File: config.mk
export PLATFORM = sky130hd
export DESIGN_NAME = deadline_tick_timer
export DESIGN_NICKNAME = d
export VERILOG_FILES = /design/src/rtl/dtt_pkg.sv /design/src/rtl/dtt_ctrl.sv /design/src/rtl/dtt_countdown.sv /design/src/rtl/dtt_deadline.sv /design/src/rtl/deadline_tick_timer.sv
export SDC_FILE = /design/constraint.sdc
export NUM_CORES = 1
export LEC_CHECK = 0
export BUFFER_PORTS_ARGS = -buffer_cell sky130_fd_sc_hd__buf_2
export CAP_MARGIN = 30
export CORE_MARGIN = 1
export CORE_UTILIZATION = 46
export CTS_BUF_LIST = sky130_fd_sc_hd__clkbuf_8 sky130_fd_sc_hd__clkbuf_16
export CTS_CLUSTER_DIAMETER = 200
export DETAILED_ROUTE_END_ITERATION = 10
export GPL_TIMING_DRIVEN = 0
export HOLD_SLACK_MARGIN = 0.12
export PLACE_DENSITY = 0.75
export SLEW_MARGIN = 40
export SYNTH_ARGS = -nofsm -noshare
export SYNTH_HDL_FRONTEND = slang
export SYNTH_HIERARCHICAL = 1
export SYNTH_SLANG_ARGS = --single-unit
File: constraint.sdc
create_clock -name clk -period 3.6 [get_ports clk]
set_input_delay 0.54 -clock clk [delete_from_list [all_inputs] [get_ports clk]]
set_output_delay 0.54 -clock clk [all_outputs]
set_load 0.05 [all_outputs]
File: src/rtl/dtt_pkg.sv
package dtt_pkg;

  localparam int VEC_W     = 8;
  localparam int MASK_BIT  = 16;
  localparam int MODE_LO   = 17;
  localparam int MODE_HI   = 18;
  localparam int ADDR_W    = 2;

  localparam logic [ADDR_W-1:0] A_CTRL = 2'd0;
  localparam logic [ADDR_W-1:0] A_INIT = 2'd1;
  localparam logic [ADDR_W-1:0] A_CUR  = 2'd2;
  localparam logic [ADDR_W-1:0] A_DL   = 2'd3;

  typedef enum logic [1:0] {
    TM_ONESHOT  = 2'b00,
    TM_PERIODIC = 2'b01,
    TM_DEADLINE = 2'b10,
    TM_RSVD     = 2'b11
  } tmr_mode_e;

  typedef struct packed {
    tmr_mode_e         mode;
    logic              mask;
    logic [VEC_W-1:0]  vector;
  } tmr_ctrl_t;

endpackage

File: src/rtl/dtt_ctrl.sv
module dtt_ctrl
  import dtt_pkg::*;
(
  input  logic                  clk,
  input  logic                  rst_n,
  input  logic                  ctrl_wr,
  input  logic [MODE_HI:0]      wfield,
  output tmr_ctrl_t             ctrl
);

  always_ff @(posedge clk) begin
    if (!rst_n) begin
      ctrl <= '{mode: TM_ONESHOT, mask: 1'b0, vector: '0};
    end else if (ctrl_wr) begin
      ctrl.mode   <= tmr_mode_e'(wfield[MODE_HI:MODE_LO]);
      ctrl.mask   <= wfield[MASK_BIT];
      ctrl.vector <= wfield[VEC_W-1:0];
    end
  end

endmodule

File: src/rtl/dtt_countdown.sv
module dtt_countdown #(
  parameter int CNT_W = 32
) (
  input  logic             clk,
  input  logic             rst_n,
  input  logic             clr,
  input  logic             load,
  input  logic [CNT_W-1:0] load_val,
  input  logic             periodic,
  output logic [CNT_W-1:0] icr,
  output logic [CNT_W-1:0] ccr,
  output logic             running,
  output logic             expire
);

  function automatic logic at_last(input logic [CNT_W-1:0] c);
    return c == CNT_W'(1);
  endfunction

  function automatic logic [CNT_W-1:0] step(input logic [CNT_W-1:0] c);
    return c - CNT_W'(1);
  endfunction

  logic last_tick;
  assign last_tick = running && at_last(ccr);
  assign expire    = last_tick && !clr && !load;

  always_ff @(posedge clk) begin
    if (!rst_n) begin
      icr     <= '0;
      ccr     <= '0;
      running <= 1'b0;
    end else if (clr) begin
      icr     <= '0;
      ccr     <= '0;
      running <= 1'b0;
    end else if (load) begin
      icr     <= load_val;
      ccr     <= load_val;
      running <= (load_val != '0);
    end else if (running) begin
      if (at_last(ccr)) begin
        if (periodic) begin
          ccr <= icr;
        end else begin
          ccr     <= '0;
          running <= 1'b0;
        end
      end else begin
        ccr <= step(ccr);
      end
    end
  end

endmodule

File: src/rtl/dtt_deadline.sv
module dtt_deadline #(
  parameter int TS_W = 64
) (
  input  logic            clk,
  input  logic            rst_n,
  input  logic            clr,
  input  logic            load,
  input  logic [TS_W-1:0] load_val,
  input  logic [TS_W-1:0] tsc,
  output logic [TS_W-1:0] dl,
  output logic            armed,
  output logic            hit_fire,
  output logic            imm_fire
);

  function automatic logic is_future(input logic [TS_W-1:0] v,
                                     input logic [TS_W-1:0] now);
    return v > now;
  endfunction

  function automatic logic is_reached(input logic [TS_W-1:0] target,
                                      input logic [TS_W-1:0] now);
    return now >= target;
  endfunction

  logic hit;
  assign hit      = armed && is_reached(dl, tsc);
  assign hit_fire = hit && !clr && !load;
  assign imm_fire = load && !clr && (load_val != '0) && !is_future(load_val, tsc);

  always_ff @(posedge clk) begin
    if (!rst_n) begin
      dl    <= '0;
      armed <= 1'b0;
    end else if (clr) begin
      dl    <= '0;
      armed <= 1'b0;
    end else if (load) begin
      if (is_future(load_val, tsc)) begin
        dl    <= load_val;
        armed <= 1'b1;
      end else begin
        dl    <= '0;
        armed <= 1'b0;
      end
    end else if (hit) begin
      dl    <= '0;
      armed <= 1'b0;
    end
  end

endmodule

File: src/rtl/deadline_tick_timer.sv
module deadline_tick_timer
  import dtt_pkg::*;
#(
  parameter int TS_W   = 64,
  parameter int CNT_W  = 32,
  parameter int DATA_W = 64
) (
  input  logic              clk,
  input  logic              rst_n,
  input  logic [TS_W-1:0]   tsc,
  input  logic              reg_wr,
  input  logic [1:0]        reg_addr,
  input  logic [DATA_W-1:0] reg_wdata,
  output logic [DATA_W-1:0] reg_rdata,
  output logic              irq_valid,
  output logic [7:0]        irq_vector
);

  tmr_ctrl_t        ctrl;
  logic             ctrl_wr, icr_wr, dl_wr;
  logic             mode_dl, mode_periodic;
  logic [CNT_W-1:0] icr, ccr;
  logic             cd_running, cd_expire;
  logic [TS_W-1:0]  dl;
  logic             dl_armed, dl_hit_fire, dl_imm_fire;
  logic             expire_any, deliver;

  assign ctrl_wr       = reg_wr && (reg_addr == A_CTRL);
  assign mode_dl       = (ctrl.mode == TM_DEADLINE);
  assign mode_periodic = (ctrl.mode == TM_PERIODIC);
  assign icr_wr        = reg_wr && (reg_addr == A_INIT) && !mode_dl;
  assign dl_wr         = reg_wr && (reg_addr == A_DL) && mode_dl;

  dtt_ctrl u_ctrl (
    .clk    (clk),
    .rst_n  (rst_n),
    .ctrl_wr(ctrl_wr),
    .wfield (reg_wdata[MODE_HI:0]),
    .ctrl   (ctrl)
  );

  dtt_countdown #(.CNT_W(CNT_W)) u_cd (
    .clk     (clk),
    .rst_n   (rst_n),
    .clr     (ctrl_wr),
    .load    (icr_wr),
    .load_val(reg_wdata[CNT_W-1:0]),
    .periodic(mode_periodic),
    .icr     (icr),
    .ccr     (ccr),
    .running (cd_running),
    .expire  (cd_expire)
  );

  dtt_deadline #(.TS_W(TS_W)) u_dl (
    .clk     (clk),
    .rst_n   (rst_n),
    .clr     (ctrl_wr),
    .load    (dl_wr),
    .load_val(reg_wdata[TS_W-1:0]),
    .tsc     (tsc),
    .dl      (dl),
    .armed   (dl_armed),
    .hit_fire(dl_hit_fire),
    .imm_fire(dl_imm_fire)
  );

  assign expire_any = cd_expire || dl_hit_fire || dl_imm_fire;
  assign deliver    = expire_any && !ctrl.mask;

  always_ff @(posedge clk) begin
    if (!rst_n) begin
      irq_valid  <= 1'b0;
      irq_vector <= '0;
    end else begin
      irq_valid  <= deliver;
      irq_vector <= ctrl.vector;
    end
  end

  always_comb begin
    reg_rdata = '0;
    unique case (reg_addr)
      A_CTRL: begin
        reg_rdata[VEC_W-1:0]       = ctrl.vector;
        reg_rdata[MASK_BIT]        = ctrl.mask;
        reg_rdata[MODE_HI:MODE_LO] = ctrl.mode;
      end
      A_INIT: if (!mode_dl) reg_rdata[CNT_W-1:0] = icr;
      A_CUR:  if (!mode_dl) reg_rdata[CNT_W-1:0] = ccr;
      default: if (mode_dl) reg_rdata[TS_W-1:0] = dl;
    endcase
  end

endmodule

==> flow_metrics.env, run 1 <==
export IMPL_endpoint_kind="flop"
export IMPL_cts_buffers_inserted=17
export IMPL_synth_warnings=6
export IMPL_cts_htree_levels=4
export IMPL_portBuffers=204
export IMPL_tns_ps=0
export IMPL_drtPass1Iterations=8
export IMPL_seqPwrFrac=0.381
export IMPL_p_per_area_nw_per_um2=356
export IMPL_p_int_mw=3.07
export IMPL_drive_above_1_share=0.179
export IMPL_crit_path_frequent_cell="clkbuf_1"
export IMPL_crit_type="reg2reg"
export IMPL_syn2layout_area_growth_pct=18.0
export IMPL_crit_path_start_kind="flop"
export IMPL_relSlewSlack=0.485
export IMPL_cp_cell_sequence="ha_1 -> nand2b_1 -> a2111oi_0 -> o311ai_1 -> a32oi_1 -> nand4b_1 -> a21oi_1 -> clkbuf_1 -> clkbuf_1 -> a22o_1"
export IMPL_p_leak_nw=5.75
export IMPL_path_buf_inv=2
export IMPL_fillers=2226
export IMPL_nNetsFinal=1833
export IMPL_cts_root_buf="clkbuf_16"
export IMPL_worst_path_largest_cell_delay_ps=500
export IMPL_drtAntennaViolNets=0
export IMPL_path_max_fanout=10
export IMPL_cts_sinks=150
export IMPL_core_um2=23500
export IMPL_min_delay_start="reg_wdata[35]"
export IMPL_peakVddDrop_mv=0.254
export IMPL_hold_violations=0
export IMPL_worst_hold_path_endpoint="u_dl/dl[35]"
export IMPL_r2r_end="u_dl/dl[20]"
export IMPL_synth_cell_types=71
export IMPL_worst_slew_pin_slew_ps=772
export IMPL_maxCapViolCount=0
export IMPL_gp_congestion=0.964
export IMPL_cts_setup_buffers=0
export IMPL_ys_ff_latch=150
export IMPL_async_reset_ff_frac=0
export IMPL_first_global_vias=10964
export IMPL_initial_utilization=0.471
export IMPL_synthesis_nets=1610
export IMPL_synth_ff_type="dfxtp_1"
export IMPL_die_w_um=157
export IMPL_dpl_hpwl_mm=31.6
export IMPL_fmax_mhz=301
export IMPL_grt_max_degree=17
export IMPL_timing_hold_ws_ps=360
export IMPL_die_area_um2=24700
export IMPL_p_total_mw=4.65
export IMPL_synthCells=1347
export IMPL_combPwrFrac=0.244
export IMPL_synth_edf_count=0
export IMPL_timing_rr_start="u_dl/dl[0]"
export IMPL_fin_crit_sh=0.923
export IMPL_path_delay_family="compound AO/OA/AOI/OAI gates"
export IMPL_final_setup_viol_count=0
export IMPL_slowest_stage="clkbuf_1"
export IMPL_grt_setup_unrepaired="no"
export IMPL_clkTransAtPathRegs_ps=70
export IMPL_hold_class="in2reg"
export IMPL_wire_per_inst_um=21.5
export IMPL_cts_tree="yes"
export IMPL_grt_util_all_layers=0.327
export IMPL_clock_latency_ps=440
export IMPL_synth_top_area_cell="dfxtp_1"
export IMPL_r2r_setup_slack_ps=280
export IMPL_drc_errors=0
export IMPL_syn_area_um2=11100
export IMPL_ios=206
export IMPL_fin_skew_ps=12.7
export IMPL_overflow=0
export IMPL_antenna_found_initial=2
export IMPL_seq_area_frac_synth=0.271
export IMPL_drt_wl_total_mm=40.9
export IMPL_rows=56
export IMPL_layout_min_cycle_time_ps=3320
export IMPL_holdBufCountCts=0
export IMPL_postLayoutCoreUtil=0.556
export IMPL_synth_top_cell_area_share=0.271
export IMPL_synth_area_top_cells="dfxtp_1 27%, ha_1 15%, a22o_1 6.7%"
export IMPL_cts_buffer_depth=2
export IMPL_die_h_um=157
export IMPL_grt_pass1_wl_mm=61.0
export IMPL_syn_avg_cell_area_um2=8.23
export IMPL_crit_required_ps=3970
export IMPL_drv_slew=0
export IMPL_arrival_ps=3690
export IMPL_status="finished clean"
export IMPL_reg2reg_depth=10
export IMPL_hold_depth=2
export IMPL_vias=11703
export IMPL_power_net_switching_mw=1.59
export IMPL_power_share_clock=0.375
export IMPL_switching_share=0.341
export IMPL_dr_first_iter_drc_count=1375
export IMPL_vias_per_cell=6.15
## placed cells by master (no fill, tap or decap), types with 46 or more instances in the layout
master     n
dfxtp_1  150
buf_2    218
a21oi_1   76
inv_1    141
nor2_1    68
and2_1    46
mux2i_1   60
nand2_1   96
ha_1     130
a22o_1    85
## per-layer routing
metal / vias up / track usage / routed length, µm
li1: 5367 / - / -
met1: 5489 / 0.420 / 16900
met2: 721 / 0.524 / 18200
met3: 126 / 0.0636 / 4090
met4: 0 / 0.156 / 1660
met5: - / 0 / 0
## stage by stage
step           setup WS [ps]  cell area, µm²  std cells
2_1_floorplan            790           11100       1347
3_5_place_dp            -254           12500       1870
5_1_grt                 98.5           13100       1904
3_3_place_gp            -189           12500       1870
4_1_cts                  110           13100       1902
6_report                 278           13100       1904
## timing repair
item / in CTS / in global routing
setup endpoints to repair: 0 / 9
gates resized for setup: 0 / 2
hold endpoints to repair: 0 / 0
## synth_stat cells (all sizes together) (4+ instances only)
cell type and n:
dfxtp 150, inv 139, ha 130, nand2 96, a22o 85, a21oi 77
nor2 70, mux2i 60, and2 46, nor4 40, nand3 39, clkbuf 38
buf 37, o21ai 35, nand4 32, nand2b 27, nor2b 27, nor3 25
a31oi 24, nand3b 13, a22oi 12, a311oi 12, o221ai 10, xor2 9
and3 8, o22ai 8, and4 7, or3 7, a21o 6, a221oi 6
o32ai 6, or4 6, xnor2 6, o21a 5, nor4b 4, o211ai 4
## registers in the layout (all words and copies together), names as in the netlist
signal	count
irq_vector	8
u_dl/dl	64
u_cd/ccr	32
u_cd/running	1
u_cd/icr	32
u_ctrl/ctrl	11
irq_valid	1
u_dl/armed	1
## worst max-delay path by stage
| stage | startpoint | to | slack (ps) | cells past startpoint |
|---|---|---|---|---|
| floorplan | reg_addr[1] | u_cd/icr[0] | 790 | 9 |
| global placement | reg_addr[1] | u_cd/icr[4] | -190 | 9 |
| detailed placement | reg_addr[1] | u_cd/icr[0] | -250 | 9 |
| CTS | u_ctrl/ctrl[10] | u_cd/icr[5] | 110 | 9 |
| global route | u_dl/dl[0] | u_dl/dl[25] | 100 | 10 |
| finish | u_dl/dl[0] | u_dl/dl[20] | 280 | 10 |
## cells by family after synthesis
group / Yosys count / share of synthesized area
AOI/OAI and AO/OA: 320 / 0.205
xor gates and xnor gates: 15 / 0.0118
adders and majority gates: 130 / 0.147
buffers and inverters: 214 / 0.0878
DFF: 150 / 0.271
muxes: 60 / 0.0542
and+or+nand+nor: 458 / 0.224
## power groups by stage
stage | registers [mW] | clock network [mW] | logic, mW
floorplan | 1.79 | 0 | 0.709
global placement | 1.81 | 0 | 1.08
detailed placement | 1.81 | 0 | 1.10
CTS | 1.77 | 1.74 | 1.10
global route | 1.78 | 1.83 | 1.22
finish | 1.77 | 1.75 | 1.14
## layout make-up
| cell class | count | area, µm² | share of cell area |
|---|---|---|---|
| sequential | 150 | 3000 | 0.229 |
| multi-input combinational | 983 | 7130 | 0.544 |
| timing repair buffer | 204 | 1020 | 0.0780 |
| clock inverter | 15 | 133 | 0.0101 |
| inverter | 139 | 522 | 0.0399 |
| antenna | 2 | 5.00 | 0.000382 |
| clock buffer | 17 | 425 | 0.0325 |
| tap | 319 | 399 | 0.0305 |
| buffer | 75 | 454 | 0.0347 |
No activity file was read; power rests on OpenSTA's default activity.
==> inputs of run 2 (changes only) <==
--- a/config.mk
+++ b/config.mk
@@ -15,6 +15,7 @@
 export GPL_TIMING_DRIVEN = 0
 export HOLD_SLACK_MARGIN = 0.12
 export PLACE_DENSITY = 0.75
+export RECOVER_POWER = 50
 export SLEW_MARGIN = 40
 export SYNTH_ARGS = -nofsm -noshare
 export SYNTH_HDL_FRONTEND = slang
==> flow_metrics.env, run 2 (same netlist as run 1, synthesis figures left out) <==
export IMPL_status="finished clean"
export IMPL_power_net_switching_mw=1.59
export IMPL_core_um2=23500
export IMPL_seqPwrFrac=0.382
export IMPL_crit_required_ps=3890
export IMPL_cts_buffers_inserted=17
export IMPL_antenna_found_initial=2
export IMPL_endpoint_kind="flop"
export IMPL_cts_root_buf="clkbuf_16"
export IMPL_syn2layout_area_growth_pct=17.0
export IMPL_wl_met1_mm=17.0
export IMPL_fin_cells=1904
export IMPL_largest_reg_flops=64
export IMPL_setup_worst_path_start="u_ctrl/ctrl[10]"
export IMPL_drt_wl_total_mm=41.0
export IMPL_path_max_fanout=10
export IMPL_place_area_um2=12500
export IMPL_power_share_clock=0.375
export IMPL_ios=206
export IMPL_drive_above_1_share=0.131
export IMPL_die_w_um=157
export IMPL_dr_wl_met3_mm=4.08
export IMPL_cts_sinks=150
export IMPL_maxCapViolCount=0
export IMPL_wl_met2_mm=18.3
export IMPL_drv_slew=0
export IMPL_tns_ps=0
export IMPL_regMostFlops="u_dl/dl"
export IMPL_layout_min_cycle_time_ps=3430
export IMPL_switching_share=0.341
export IMPL_fin_crit_sh=0.953
export IMPL_register_area_um2=3000
export IMPL_p_leak_nw=5.43
export IMPL_final_setup_viol_count=0
export IMPL_cts_buffer_depth=2
export IMPL_fin_skew_ps=11.6
export IMPL_place_inst=1870
export IMPL_holdBufCountCts=0
export IMPL_first_global_vias=10964
export IMPL_worst_slack_ps=169
export IMPL_reg_top3="u_dl/dl (64), u_cd/ccr (32), u_cd/icr (32)"
export IMPL_arrival_ps=3730
export IMPL_fillers=2289
export IMPL_hold_violations=0
export IMPL_grt_setup_unrepaired="no"
export IMPL_cts_tree="yes"
export IMPL_portBuffers=204
export IMPL_crit_path_start_kind="flop"
export IMPL_grt_max_degree=17
export IMPL_die_area_um2=24700
export IMPL_rows=56
export IMPL_final_cell_mix="150 x dfxtp_1, 144 x buf_2, 141 x inv_1"
export IMPL_wire_per_inst_um=21.6
export IMPL_dr_max_layer_used="met4"
export IMPL_min_delay_start="reg_wdata[35]"
export IMPL_combPwrFrac=0.243
export IMPL_grt_util_all_layers=0.327
export IMPL_drtAntennaViolNets=0
export IMPL_drtPass1Iterations=6
export IMPL_cts_setup_buffers=0
export IMPL_hold_class="in2reg"
export IMPL_gp_congestion=0.964
export IMPL_peakVddDrop_mv=0.254
export IMPL_p_int_mw=3.06
export IMPL_multi_input_area_um2=7110
export IMPL_post_cts_resized=0
export IMPL_fmax_mhz=291
export IMPL_clock_latency_ps=440
export IMPL_dpl_hpwl_mm=31.6
export IMPL_layout_commonest_cell="dfxtp_1"
export IMPL_p_per_area_nw_per_um2=358
export IMPL_dr_first_iter_drc_count=1354
export IMPL_drc_errors=0
export IMPL_place_ws_ps=-254
export IMPL_finalInstanceArea_um2=13000
export IMPL_die_h_um=157
export IMPL_timing_hold_ws_ps=359
export IMPL_vias=11714
export IMPL_grt_pass1_wl_mm=61.0
export IMPL_cts_htree_levels=4
export IMPL_nNetsFinal=1833
export IMPL_worst_slew_pin_slew_ps=793
export IMPL_timing_rr_start="u_ctrl/ctrl[10]"
export IMPL_initial_utilization=0.471
export IMPL_clkTransAtPathRegs_ps=70
export IMPL_vias_per_cell=6.15
export IMPL_relSlewSlack=0.471
export IMPL_crit_type="reg2reg"
export IMPL_overflow=0
run 2: cell types whose count changed in the layout (fill, tap and decap cells not counted):
cell / change
nor2b_4: -1
nor3_2: -1
clkbuf_1: +77
nor3_1: +1
and2_0: +8
buf_1: -2
buf_2: -74
buf_6: -1
and2_1: -8
nor2b_1: +1
run 2: stage by stage:
step,utilization,power (mW)
finish,0.551,4.65
global route,0.551,4.81
CTS,0.555,4.61
detailed placement,0.532,2.90
global placement,0.531,2.88
floorplan,-,2.50
run 2: power groups by stage:
stage,clock network [mW],registers [mW],logic [mW]
final,1.74,1.77,1.13
after global routing,1.83,1.78,1.21
after global placement,0,1.81,1.08
after floorplan,0,1.79,0.709
after detailed placement,0,1.81,1.10
after CTS,1.74,1.77,1.10
run 2: layout make-up:
type / count / area share
tap: 319 / 0.0308
clock inverter: 15 / 0.0102
antenna: 2 / 0.000386
multi-input combinational: 983 / 0.548
clock buffer: 17 / 0.0328
buffer: 75 / 0.0341
sequential: 150 / 0.231
timing repair buffer: 204 / 0.0718
inverter: 139 / 0.0402
run 2: final timing paths:
| kind | to | slack, ps | depth (start not counted) |
|---|---|---|---|
| max | u_cd/icr[9] | 170 | 9 |
| min | u_dl/dl[35] | 360 | 2 |
| max reg2reg | u_cd/icr[9] | 170 | 9 |
| min reg2reg | u_dl/armed | 450 | 1 |
run 2: metal layers:
metal,track usage,vias to the layer above
met5,0,-
met4,0.156,0
met3,0.0636,130
met2,0.524,735
met1,0.420,5478
li1,-,5371
run 2: worst max-delay path, cell delays in order (launching register included):
cell	delay, ps
dfxtp_1	360
nor2b_1	180
nor3b_2	310
buf_2	320
and2_0	360
clkbuf_1	490
clkbuf_1	500
clkbuf_2	470
mux2i_1	240
nor2_1	50
